File: src/rtl/gdm_pkg.sv
package gdm_pkg;
  localparam int GATE_COUNT = 6;

  typedef enum logic [2:0] {
    G_HA = 3'd0,
    G_LA = 3'd1,
    G_HB = 3'd2,
    G_LB = 3'd3,
    G_HC = 3'd4,
    G_LC = 3'd5
  } gate_idx_e;
endpackage

File: src/rtl/gdm_gate_timer.sv
module gdm_gate_timer #(
  parameter int WIN_W = 8
) (
  input  logic             clk,
  input  logic             rst_n,
  input  logic             eff_cmd,
  input  logic             sense,
  input  logic [WIN_W-1:0] win_len,
  input  logic             hold,
  output logic             tmo
);
  logic             cmd_q, act_q, act_d;
  logic [WIN_W-1:0] cnt_q, cnt_d;
  logic             cnt_en;

  always_comb begin
    act_d  = act_q;
    cnt_d  = cnt_q;
    cnt_en = 1'b0;
    tmo    = 1'b0;
    if (hold) begin
      act_d = 1'b0;
    end else if (eff_cmd != cmd_q) begin
      act_d  = 1'b1;
      cnt_d  = win_len;
      cnt_en = 1'b1;
    end else if (act_q) begin
      if (sense == cmd_q) begin
        act_d = 1'b0;
      end else if (cnt_q == '0) begin
        tmo   = 1'b1;
        act_d = 1'b0;
      end else begin
        cnt_d  = cnt_q - 1'b1;
        cnt_en = 1'b1;
      end
    end
  end

  always_ff @(posedge clk or negedge rst_n) begin
    if (!rst_n) begin
      cmd_q <= 1'b0;
      act_q <= 1'b0;
    end else begin
      cmd_q <= eff_cmd;
      act_q <= act_d;
    end
  end

  always_ff @(posedge clk or negedge rst_n) begin
    if (!rst_n) begin
      cnt_q <= '0;
    end else if (cnt_en) begin
      cnt_q <= cnt_d;
    end
  end
endmodule

File: src/rtl/gdm_en_filter.sv
module gdm_en_filter #(
  parameter int RST_MIN = 4,
  parameter int RST_MAX = 16
) (
  input  logic clk,
  input  logic rst_n,
  input  logic en_pin,
  output logic rst_pulse,
  output logic sleep
);
  localparam int          LO_W = $clog2(RST_MAX + 2);
  localparam logic [LO_W-1:0] SAT  = LO_W'(RST_MAX + 1);
  localparam logic [LO_W-1:0] LMIN = LO_W'(RST_MIN);
  localparam logic [LO_W-1:0] LMAX = LO_W'(RST_MAX);

  logic [LO_W-1:0] lo_q, lo_d;
  logic            lo_en;

  always_comb begin
    sleep     = (lo_q > LMAX);
    rst_pulse = en_pin && (lo_q >= LMIN) && (lo_q <= LMAX);
    lo_en     = 1'b1;
    if (en_pin) begin
      lo_d  = '0;
      lo_en = (lo_q != '0);
    end else if (lo_q == SAT) begin
      lo_d  = lo_q;
      lo_en = 1'b0;
    end else begin
      lo_d = lo_q + 1'b1;
    end
  end

  always_ff @(posedge clk or negedge rst_n) begin
    if (!rst_n) begin
      lo_q <= '0;
    end else if (lo_en) begin
      lo_q <= lo_d;
    end
  end
endmodule

File: src/rtl/gdm_fault_ctl.sv
module gdm_fault_ctl #(
  parameter int N_GATE = 6
) (
  input  logic              clk,
  input  logic              rst_n,
  input  logic [N_GATE-1:0] tmo,
  input  logic              det_dis,
  input  logic              clr_wr,
  input  logic              rst_pulse,
  input  logic              sleep,
  input  logic [N_GATE-1:0] sense_gate,
  input  logic [N_GATE-1:0] eff_cmd,
  output logic              fault_lat,
  output logic              gdf_lat,
  output logic [N_GATE-1:0] st_gate,
  output logic              clr_pend
);
  logic              fault_q, fault_d, gdf_q, gdf_d, clr_q;
  logic [N_GATE-1:0] st_q, st_d, tmo_v;
  logic              clr_go, st_en;

  always_comb begin
    tmo_v   = det_dis ? '0 : tmo;
    clr_go  = (clr_q || rst_pulse) && (sense_gate == eff_cmd);
    fault_d = fault_q;
    gdf_d   = gdf_q;
    st_d    = st_q;
    st_en   = 1'b0;
    if (sleep) begin
      fault_d = 1'b0;
      gdf_d   = 1'b0;
      st_d    = '0;
      st_en   = 1'b1;
    end else if (|tmo_v) begin
      fault_d = 1'b1;
      gdf_d   = 1'b1;
      st_d    = st_q | tmo_v;
      st_en   = 1'b1;
    end else if (clr_go) begin
      fault_d = 1'b0;
      gdf_d   = 1'b0;
      st_d    = '0;
      st_en   = 1'b1;
    end
  end

  always_ff @(posedge clk or negedge rst_n) begin
    if (!rst_n) begin
      clr_q <= 1'b0;
    end else begin
      clr_q <= clr_wr;
    end
  end

  always_ff @(posedge clk or negedge rst_n) begin
    if (!rst_n) begin
      fault_q <= 1'b0;
      gdf_q   <= 1'b0;
      st_q    <= '0;
    end else if (st_en) begin
      fault_q <= fault_d;
      gdf_q   <= gdf_d;
      st_q    <= st_d;
    end
  end

  assign fault_lat = fault_q;
  assign gdf_lat   = gdf_q;
  assign st_gate   = st_q;
  assign clr_pend  = clr_q;
endmodule

File: src/rtl/gdrv_timeout_mon.sv
module gdrv_timeout_mon #(
  parameter int N_GATE  = gdm_pkg::GATE_COUNT,
  parameter int WIN_W   = 8,
  parameter int RST_MIN = 4,
  parameter int RST_MAX = 16
) (
  input  logic              clk,
  input  logic              rst_n,
  input  logic [N_GATE-1:0] cmd_gate,
  input  logic [N_GATE-1:0] sense_gate,
  input  logic [WIN_W-1:0]  win_len,
  input  logic              det_dis,
  input  logic              clr_wr,
  input  logic              en_pin,
  output logic [N_GATE-1:0] drv_out,
  output logic              fault_n,
  output logic              st_fault,
  output logic              st_gdf,
  output logic [N_GATE-1:0] st_gate
);
  logic              fault_lat, gdf_lat, sleep_w, rst_pulse_w, clr_pend_w, kill;
  logic [N_GATE-1:0] eff_cmd, tmo_w;

  assign kill    = fault_lat | sleep_w;
  assign eff_cmd = kill ? '0 : cmd_gate;

  for (genvar g = 0; g < N_GATE; g++) begin : g_tmr
    gdm_gate_timer #(.WIN_W(WIN_W)) u_tmr (
      .clk     (clk),
      .rst_n   (rst_n),
      .eff_cmd (eff_cmd[g]),
      .sense   (sense_gate[g]),
      .win_len (win_len),
      .hold    (kill),
      .tmo     (tmo_w[g])
    );
  end

  gdm_en_filter #(.RST_MIN(RST_MIN), .RST_MAX(RST_MAX)) u_enf (
    .clk       (clk),
    .rst_n     (rst_n),
    .en_pin    (en_pin),
    .rst_pulse (rst_pulse_w),
    .sleep     (sleep_w)
  );

  gdm_fault_ctl #(.N_GATE(N_GATE)) u_ctl (
    .clk        (clk),
    .rst_n      (rst_n),
    .tmo        (tmo_w),
    .det_dis    (det_dis),
    .clr_wr     (clr_wr),
    .rst_pulse  (rst_pulse_w),
    .sleep      (sleep_w),
    .sense_gate (sense_gate),
    .eff_cmd    (eff_cmd),
    .fault_lat  (fault_lat),
    .gdf_lat    (gdf_lat),
    .st_gate    (st_gate),
    .clr_pend   (clr_pend_w)
  );

  assign drv_out  = eff_cmd;
  assign fault_n  = ~fault_lat;
  assign st_fault = fault_lat;
  assign st_gdf   = gdf_lat;
endmodule

File: config.mk
export PLATFORM = sky130hd
export DESIGN_NAME = gdrv_timeout_mon
export DESIGN_NICKNAME = d
export VERILOG_FILES = /design/src/rtl/gdm_pkg.sv /design/src/rtl/gdm_gate_timer.sv /design/src/rtl/gdm_en_filter.sv /design/src/rtl/gdm_fault_ctl.sv /design/src/rtl/gdrv_timeout_mon.sv
export SDC_FILE = /design/constraint.sdc
export NUM_CORES = 1
export LEC_CHECK = 0
export ABC_CLOCK_PERIOD_IN_PS = 4500
export BUFFER_PORTS_ARGS = -buffer_cell sky130_fd_sc_hd__buf_2
export CAP_MARGIN = 20
export CORE_ASPECT_RATIO = 1.1
export CORE_MARGIN = 3
export CORE_UTILIZATION = 50
export CTS_CLUSTER_SIZE = 8
export DETAILED_ROUTE_END_ITERATION = 7
export GPL_ROUTABILITY_DRIVEN = 0
export PLACE_DENSITY = 0.66
export SETUP_SLACK_MARGIN = 0.1
export SKIP_CTS_REPAIR_TIMING = 1
export SLEW_MARGIN = 20
export SYNTH_ARGS = -nofsm -noshare
export SYNTH_HDL_FRONTEND = slang
export SYNTH_HIERARCHICAL = 1
export SYNTH_SLANG_ARGS = --single-unit
File: constraint.sdc
create_clock -name clk -period 4.5 [get_ports clk]
set_input_delay 0.9 -clock clk [delete_from_list [all_inputs] [get_ports clk]]
set_output_delay 0.9 -clock clk [all_outputs]
set_load 0.1 [all_outputs]
-- Yosys cells after proc, flatten, opt, wreduce, memory -nomap -nowiden
Index checks and enable logic that the tools add are counted.
- add/sub/neg operators: 7
- order comparisons: 3
- equal/unequal tests: 27
- mux-type cells: 99
- bitwise operators: 4
- reductions and logical operators: 27
- operator list (cell ; number):
    $mux 8 ; 24
    $mux 1 ; 68
    $logic_not 8->1 ; 6
    $sub 8x1->8 const B ; 6
    $mux 6 ; 5
    $reduce_and 5->1 ; 6
    $ne 2x1->1 const B ; 12
    $reduce_bool 2->1 ; 6
    $mux 5 ; 2
    $eq 1x1->1 ; 6
    $eq 6x6->1 ; 1
    $ne 1x1->1 ; 6
    $or 6x6->6 ; 1
    $reduce_or 6->1 ; 1
    $add 5x1->5 const B ; 1
    $eq 5x5->1 const B ; 1
    $ge 5x3->1 const B ; 1
    $gt 5x5->1 const B ; 1
    $le 5x5->1 const B ; 1
    $reduce_bool 5->1 ; 1
    $reduce_and 2->1 ; 2
    $logic_and 1x1->1 ; 3
    $reduce_bool 3->1 ; 1
    $ne 2x2->1 const B ; 1
    3 further kinds ; 4
- register bits: 73
- input bits: 25
- output and inout bits: 15
- word-level logic and storage cells: 189

-- Logic depth before layout (Yosys ltp)
- word-level depth: 11
- mapped depth: 10
- gate-level depth less buffers: 9

-- Modules after synthesis
Netlist, hierarchy kept.
- by module, submodules not included (module ; times used ; cells an instance ; area an instance (um2) ; seq. area each (um2)):
    gdm_gate_timer at g_tmr[0].u_tmr ... ; 4 ; 68 ; 633.1 ; 250.2
    gdm_gate_timer at g_tmr[4].u_tmr ... ; 2 ; 68 ; 675.6 ; 250.2
    gdm_fault_ctl ; 1 ; 36 ; 385.4 ; 200.2
    gdm_en_filter ; 1 ; 33 ; 312.8 ; 125.1
    gdrv_timeout_mon ; 1 ; 9 ; 60.1 ; 0.0

-- Least setup slack after synthesis
Ideal clock, no wire load.
- kind: register to register
- start point: reg u_enf.lo_q[0]
- end point: reg g_tmr[0].u_tmr.cnt_q[1]
- setup time: 0.125 ns
- data arrival time: 5.166 ns
- data required time: 4.375 ns
- setup slack: -0.790 ns
- cell stages (with the launch flop): 9
- buffers on the path: 0
- clock period less this slack: 5.290 ns
- path through: dfrtp_1 > nor4_1 > and2b_1 > nor3b_1 > xnor2_1 > nor2_1 > a21oi_2 > inv_1 > mux2_2
- longest elaborated chain between the ends: 7
- elaborated cells between the ends (all ways): 12
- those cells by class: order compare: 1; eq/ne: 3; mux: 4; bitwise: 2; reduce/logical: 2
- ends and longest elaborated chain (item ; line ; source):
    start: declaration ; gdm_en_filter.sv:16 ; logic [LO_W-1:0] lo_q, lo_d;
    start signal: assignment ; gdm_en_filter.sv:38 ; lo_q <= lo_d;
    $gt 5x5->1 ; gdm_en_filter.sv:20 ; sleep = (lo_q > LMAX);
    named net sleep_w ; gdrv_timeout_mon.sv:21 ; logic fault_lat, gdf_lat, sleep_w, rst_pulse_w, clr_pend_w, kill;
    $or 1x1->1 ; gdrv_timeout_mon.sv:24 ; assign kill = fault_lat | sleep_w;
    $mux 6 ; gdrv_timeout_mon.sv:25 ; assign eff_cmd = kill ? '0 : cmd_gate;
    named net drv_out[0] ; gdrv_timeout_mon.sv:15 ; output logic [N_GATE-1:0] drv_out,
    $ne 1x1->1 ; gdm_gate_timer.sv:23 ; end else if (eff_cmd != cmd_q) begin
    $mux 1 (2 in series) ; - ;
    named net g_tmr[0].u_tmr.act_d ; gdm_gate_timer.sv:12 ; logic cmd_q, act_q, act_d;
    $reduce_and 5->1 (no line) ; - ;
    end signal: assignment ; gdm_gate_timer.sv:54 ; cnt_q <= cnt_d;
    end: declaration ; gdm_gate_timer.sv:13 ; logic [WIN_W-1:0] cnt_q, cnt_d;
The timed path passes the listed nets, and every way through them passes these cells.
A chain may end at the register's enable or synchronous reset.

-- Worst setup path after layout
- start point: reg u_enf.lo_q[0]
- end point: reg u_ctl.st_q[0] (netlist: u_ctl/st_gate[0])
- longest elaborated chain between the ends: 11
- elaborated cells between the ends (all ways): 38
- those cells by class: order compare: 3; eq/ne: 7; mux: 19; bitwise: 2; reduce/logical: 7
- ends and longest elaborated chain (item ; line ; source):
    $gt 5x5->1 (*) ; gdm_en_filter.sv:20 ;
    named net sleep_w ; gdrv_timeout_mon.sv:21 ;
    $or 1x1->1 (*) ; gdrv_timeout_mon.sv:24 ;
    named net kill ; gdrv_timeout_mon.sv:21 ;
    $mux 6 ; gdrv_timeout_mon.sv:25 ;
    $ne 1x1->1 ; gdm_gate_timer.sv:23 ;
    $mux 1 ; gdm_gate_timer.sv:23 ;
    $mux 1 (*) ; gdm_gate_timer.sv:21 ; if (hold) begin
    named net tmo_w[1] ; gdrv_timeout_mon.sv:22 ; logic [N_GATE-1:0] eff_cmd, tmo_w;
    $mux 6 (*) ; gdm_fault_ctl.sv:23 ; tmo_v = det_dis ? '0 : tmo;
    $reduce_or 6->1 (*) ; gdm_fault_ctl.sv:34 ; end else if (|tmo_v) begin
    $mux 1 ; gdm_fault_ctl.sv:34 ;
    $mux 1 ; gdm_fault_ctl.sv:29 ; if (sleep) begin
    $reduce_and 2->1 (no line) ; - ;
    end signal: assignment ; gdm_fault_ctl.sv:63 ; st_q <= st_d;
    end: declaration ; gdm_fault_ctl.sv:19 ; logic [N_GATE-1:0] st_q, st_d, tmo_v;
The timed path passes the listed nets; every way through them passes the cells marked *.

==> flow_summary_export.csv <==
group,metric,value,unit
final_layout,nNetsFinal,574,
worst_setup_path,worst-path-buf-inv,0,
worst_setup_path,critPathCaptureType,"flip-flop",
route,ant_nets,0,
route,wirelength,12180,um
power_and_ir_drop,p_leak,0.002199,uW
route,drc_errors,0,
synthesis,synthesis.area,4642,um2
clocking,htree_levels,3,
grt,grt_pass1_wl,20020,um
final_layout,final_cell_mix,"dfrtp_1 (73), nor2_1 (47), nor3_1 (38), buf_2 (38), a21oi_1 (33)",
worst_setup_path,reg2reg_from,"u_enf/lo_q[0]",
sta,final-setup-viol-count,0,
synthesis,yosysSeqAreaShare,0.3935,
synthesis,async_flop_share,1.000,
worst_setup_path,crit_slowest_cell,"or2_1",
worst_setup_path,startpoint_type,"flip-flop",
clocking,cts_num_sinks,73,
grt,track_usage,0.2403,
power_and_ir_drop,peakVddDrop,0.0004474,V
sta,timing.fmax,280.1,MHz
floorplan,start_util,0.5179,
synthesis,yosysWarningCount,6,
final_layout,area_delta_synth_final,11.89,%
sta,final.setup.tns,0,ns
synthesis,synth_seq_cells,73,
worst_setup_path,worst_ep_required_time,4.75,ns
grt,grt_pass1_vias,4000,
sta,clock_skew,0.008586,ns
floorplan,die-area,10480,um2
final_layout,fill_cells,812,
grt,grt_max_degree,74,
final_layout,num_antenna_cells,0,
synthesis,synth-edff-count,0,
place,place_area,5020,um2
sta,rsz0062_at_grt,"no",
worst_setup_path,crit_path_max_incr_delay,0.68,ns
sta,period_share,0.7934,
floorplan,die_h,107.1,um
run,maxCapViolCount,0,
floorplan,die_x,97.87,um
place,dp_hpwl,8632,um
place,io_buffers,39,
synthesis,synthCells,486,
worst_setup_path,path_cells,"nor4_1, and2b_1, or2_1, nand3b_1, nor3_1, nor4_1, a21o_2, nor3b_4, nor3_1",
final_layout,final_area,5194,um2
sta,maxSlewHeadroom,0.3637,
floorplan,io_pins,40,
worst_setup_path,crit_family,"simple AND/OR/NAND/NOR gates",
clocking,numCtsBuffers,9,
clocking,cts.clk_slew.worst_paths,0.08,ns
synthesis,syn_nets,526,
worst_setup_path,critical_path_class,"reg -> reg",
final_layout,final_common_cell,"dfrtp_1",
synthesis,ys.flop_type,"dfrtp_1",
worst_setup_path,arrival,3.82,ns
floorplan,fp-row-count,36,
sta,hold_viol,0,
sta,slew_violations,0,
final_layout,drive_above_1_share,0.2226,
grt,grt-ovfl-total,0,
hold_path,hold_path_class,"reg -> reg",
route,vias,4086,
clocking,cts_buffer_depth,2,
route,wl_per_cell,18.66,um
sta,tightest_slew,0.9545,ns
route,dr.pass1.iters,4,
worst_setup_path,crit_fanout,26,
run_status,status,"completed",
hold_path,min_from,"g_tmr[5].u_tmr/cnt_q[1]",
route,viasPerCell,6.257,
route,drt-initial-drc-count,267,
floorplan,core,8964,um2
clocking,cts_root_buf,"clkbuf_8",
synthesis,avgSynthCellArea,9.551,um2
grt,grt_antenna_before_repair,0,
clocking,cts_tree,"yes",
final_layout,post-route-util,0.5794,
sta,finalCriticalPeriod,3.570,ns
power_and_ir_drop,power.density,702.0,nW/um2
worst_setup_path,cp-startpoint,"u_enf/lo_q[0]",
synthesis,synth.distinct_cells,60,
clocking,insertion_delay,0.34,ns
worst paths after layout:
check,end,slack [ns],depth (start not counted)
min reg2reg,g_tmr[5].u_tmr/cnt_q[1],0.56,1
max reg2reg,u_ctl/st_gate[0],0.93,9
max in group asynchronous,g_tmr[2].u_tmr/cnt_q[1],3.20,1
min,g_tmr[5].u_tmr/cnt_q[1],0.56,1
max,u_ctl/st_gate[0],0.93,9
min in group asynchronous,g_tmr[0].u_tmr/cnt_q[4],0.68,1
cell families after synthesis:
family          after synthesis  synth area share
simple gates                215            0.2819
compound gates              119            0.1860
flops                        73            0.3935
buf+inv                      31           0.02776
xor+xnor                     27           0.05418
fa+ha+maj                    15           0.04043
mux                           6           0.01617
through the flow:
stage / worst slack [ns] / cells / hold slack (ns) / total power [uW]
final: 0.9296 / 653 / 0.5642 / 3646
after global routing: 0.6395 / 653 / 0.5948 / 3926
after CTS: 0.9498 / 653 / 0.5621 / 3651
after detailed placement: 0.9570 / 637 / 0.5457 / 3171
after global placement: 1.104 / 637 / 0.5433 / 3127
after floorplan: 0.4831 / 486 / 0.5121 / 2700
routing by layer:
layer | part of all wire | GRT usage
met5 | 0 | 0
met4 | 0.024 | 0.09693
met3 | 0.068 | 0.04880
met2 | 0.46 | 0.3765
met1 | 0.45 | 0.3264
power by group:
group	internal [uW]	switching [uW]	total (uW)
Sequential	925	325	1250
Combinational	719	1220	1930
Clock	228	234	462
Total	1870	1770	3650
registers in the layout (all words and copies together), names as in the netlist:
register and cells:
g_tmr.u_tmr/act_q 6, g_tmr.u_tmr/cmd_q 6, g_tmr.u_tmr/cnt_q 48, u_ctl/clr_pend 1, u_ctl/gdf_lat 1, u_ctl/st_gate 6
u_enf/lo_q 5
cells in the mapped netlist (4+ instances only):
cell	number	area, um2
clkbuf_1	4	15.01
nor4_1	10	62.56
a21oi_2	4	35.03
a21oi_1	33	165.2
o21ai_0	7	35.03
dfrtp_1	73	1827
nor3_1	38	190.2
nand3b_1	7	52.55
nand3_1	13	65.06
o22a_1	6	52.55
nand2b_1	6	37.54
inv_1	21	78.83
a31o_2	7	61.31
o32a_1	4	40.04
nand4b_1	4	35.03
nor2_1	47	176.4
a211oi_1	8	60.06
o211ai_1	8	60.06
or3_2	4	30.03
xnor2_1	11	96.34
a311oi_1	14	122.6
or4b_2	4	40.04
and4b_1	4	40.04
nor4b_1	6	52.55
and3b_1	6	52.55
o22ai_1	13	81.33
xor2_1	14	122.6
mux2_2	4	45.04
ha_1	15	187.7
nand2_1	31	116.4
nor3b_1	6	45.04
or4_4	8	90.09
cell type report:
| type | count | area (um2) | area share |
|---|---|---|---|
| Tap cell | 114 | 142.6 | 0.02746 |
| Clock inverter | 3 | 15.01 | 0.002891 |
| Timing Repair Buffer | 45 | 242.7 | 0.04674 |
| Clock buffer | 13 | 158.9 | 0.03059 |
| Sequential cell | 73 | 1827 | 0.3517 |
| Inverter | 23 | 91.34 | 0.01759 |
| Multi-Input combinational cell | 382 | 2716 | 0.5230 |
(Power assumes the default switching activity.)
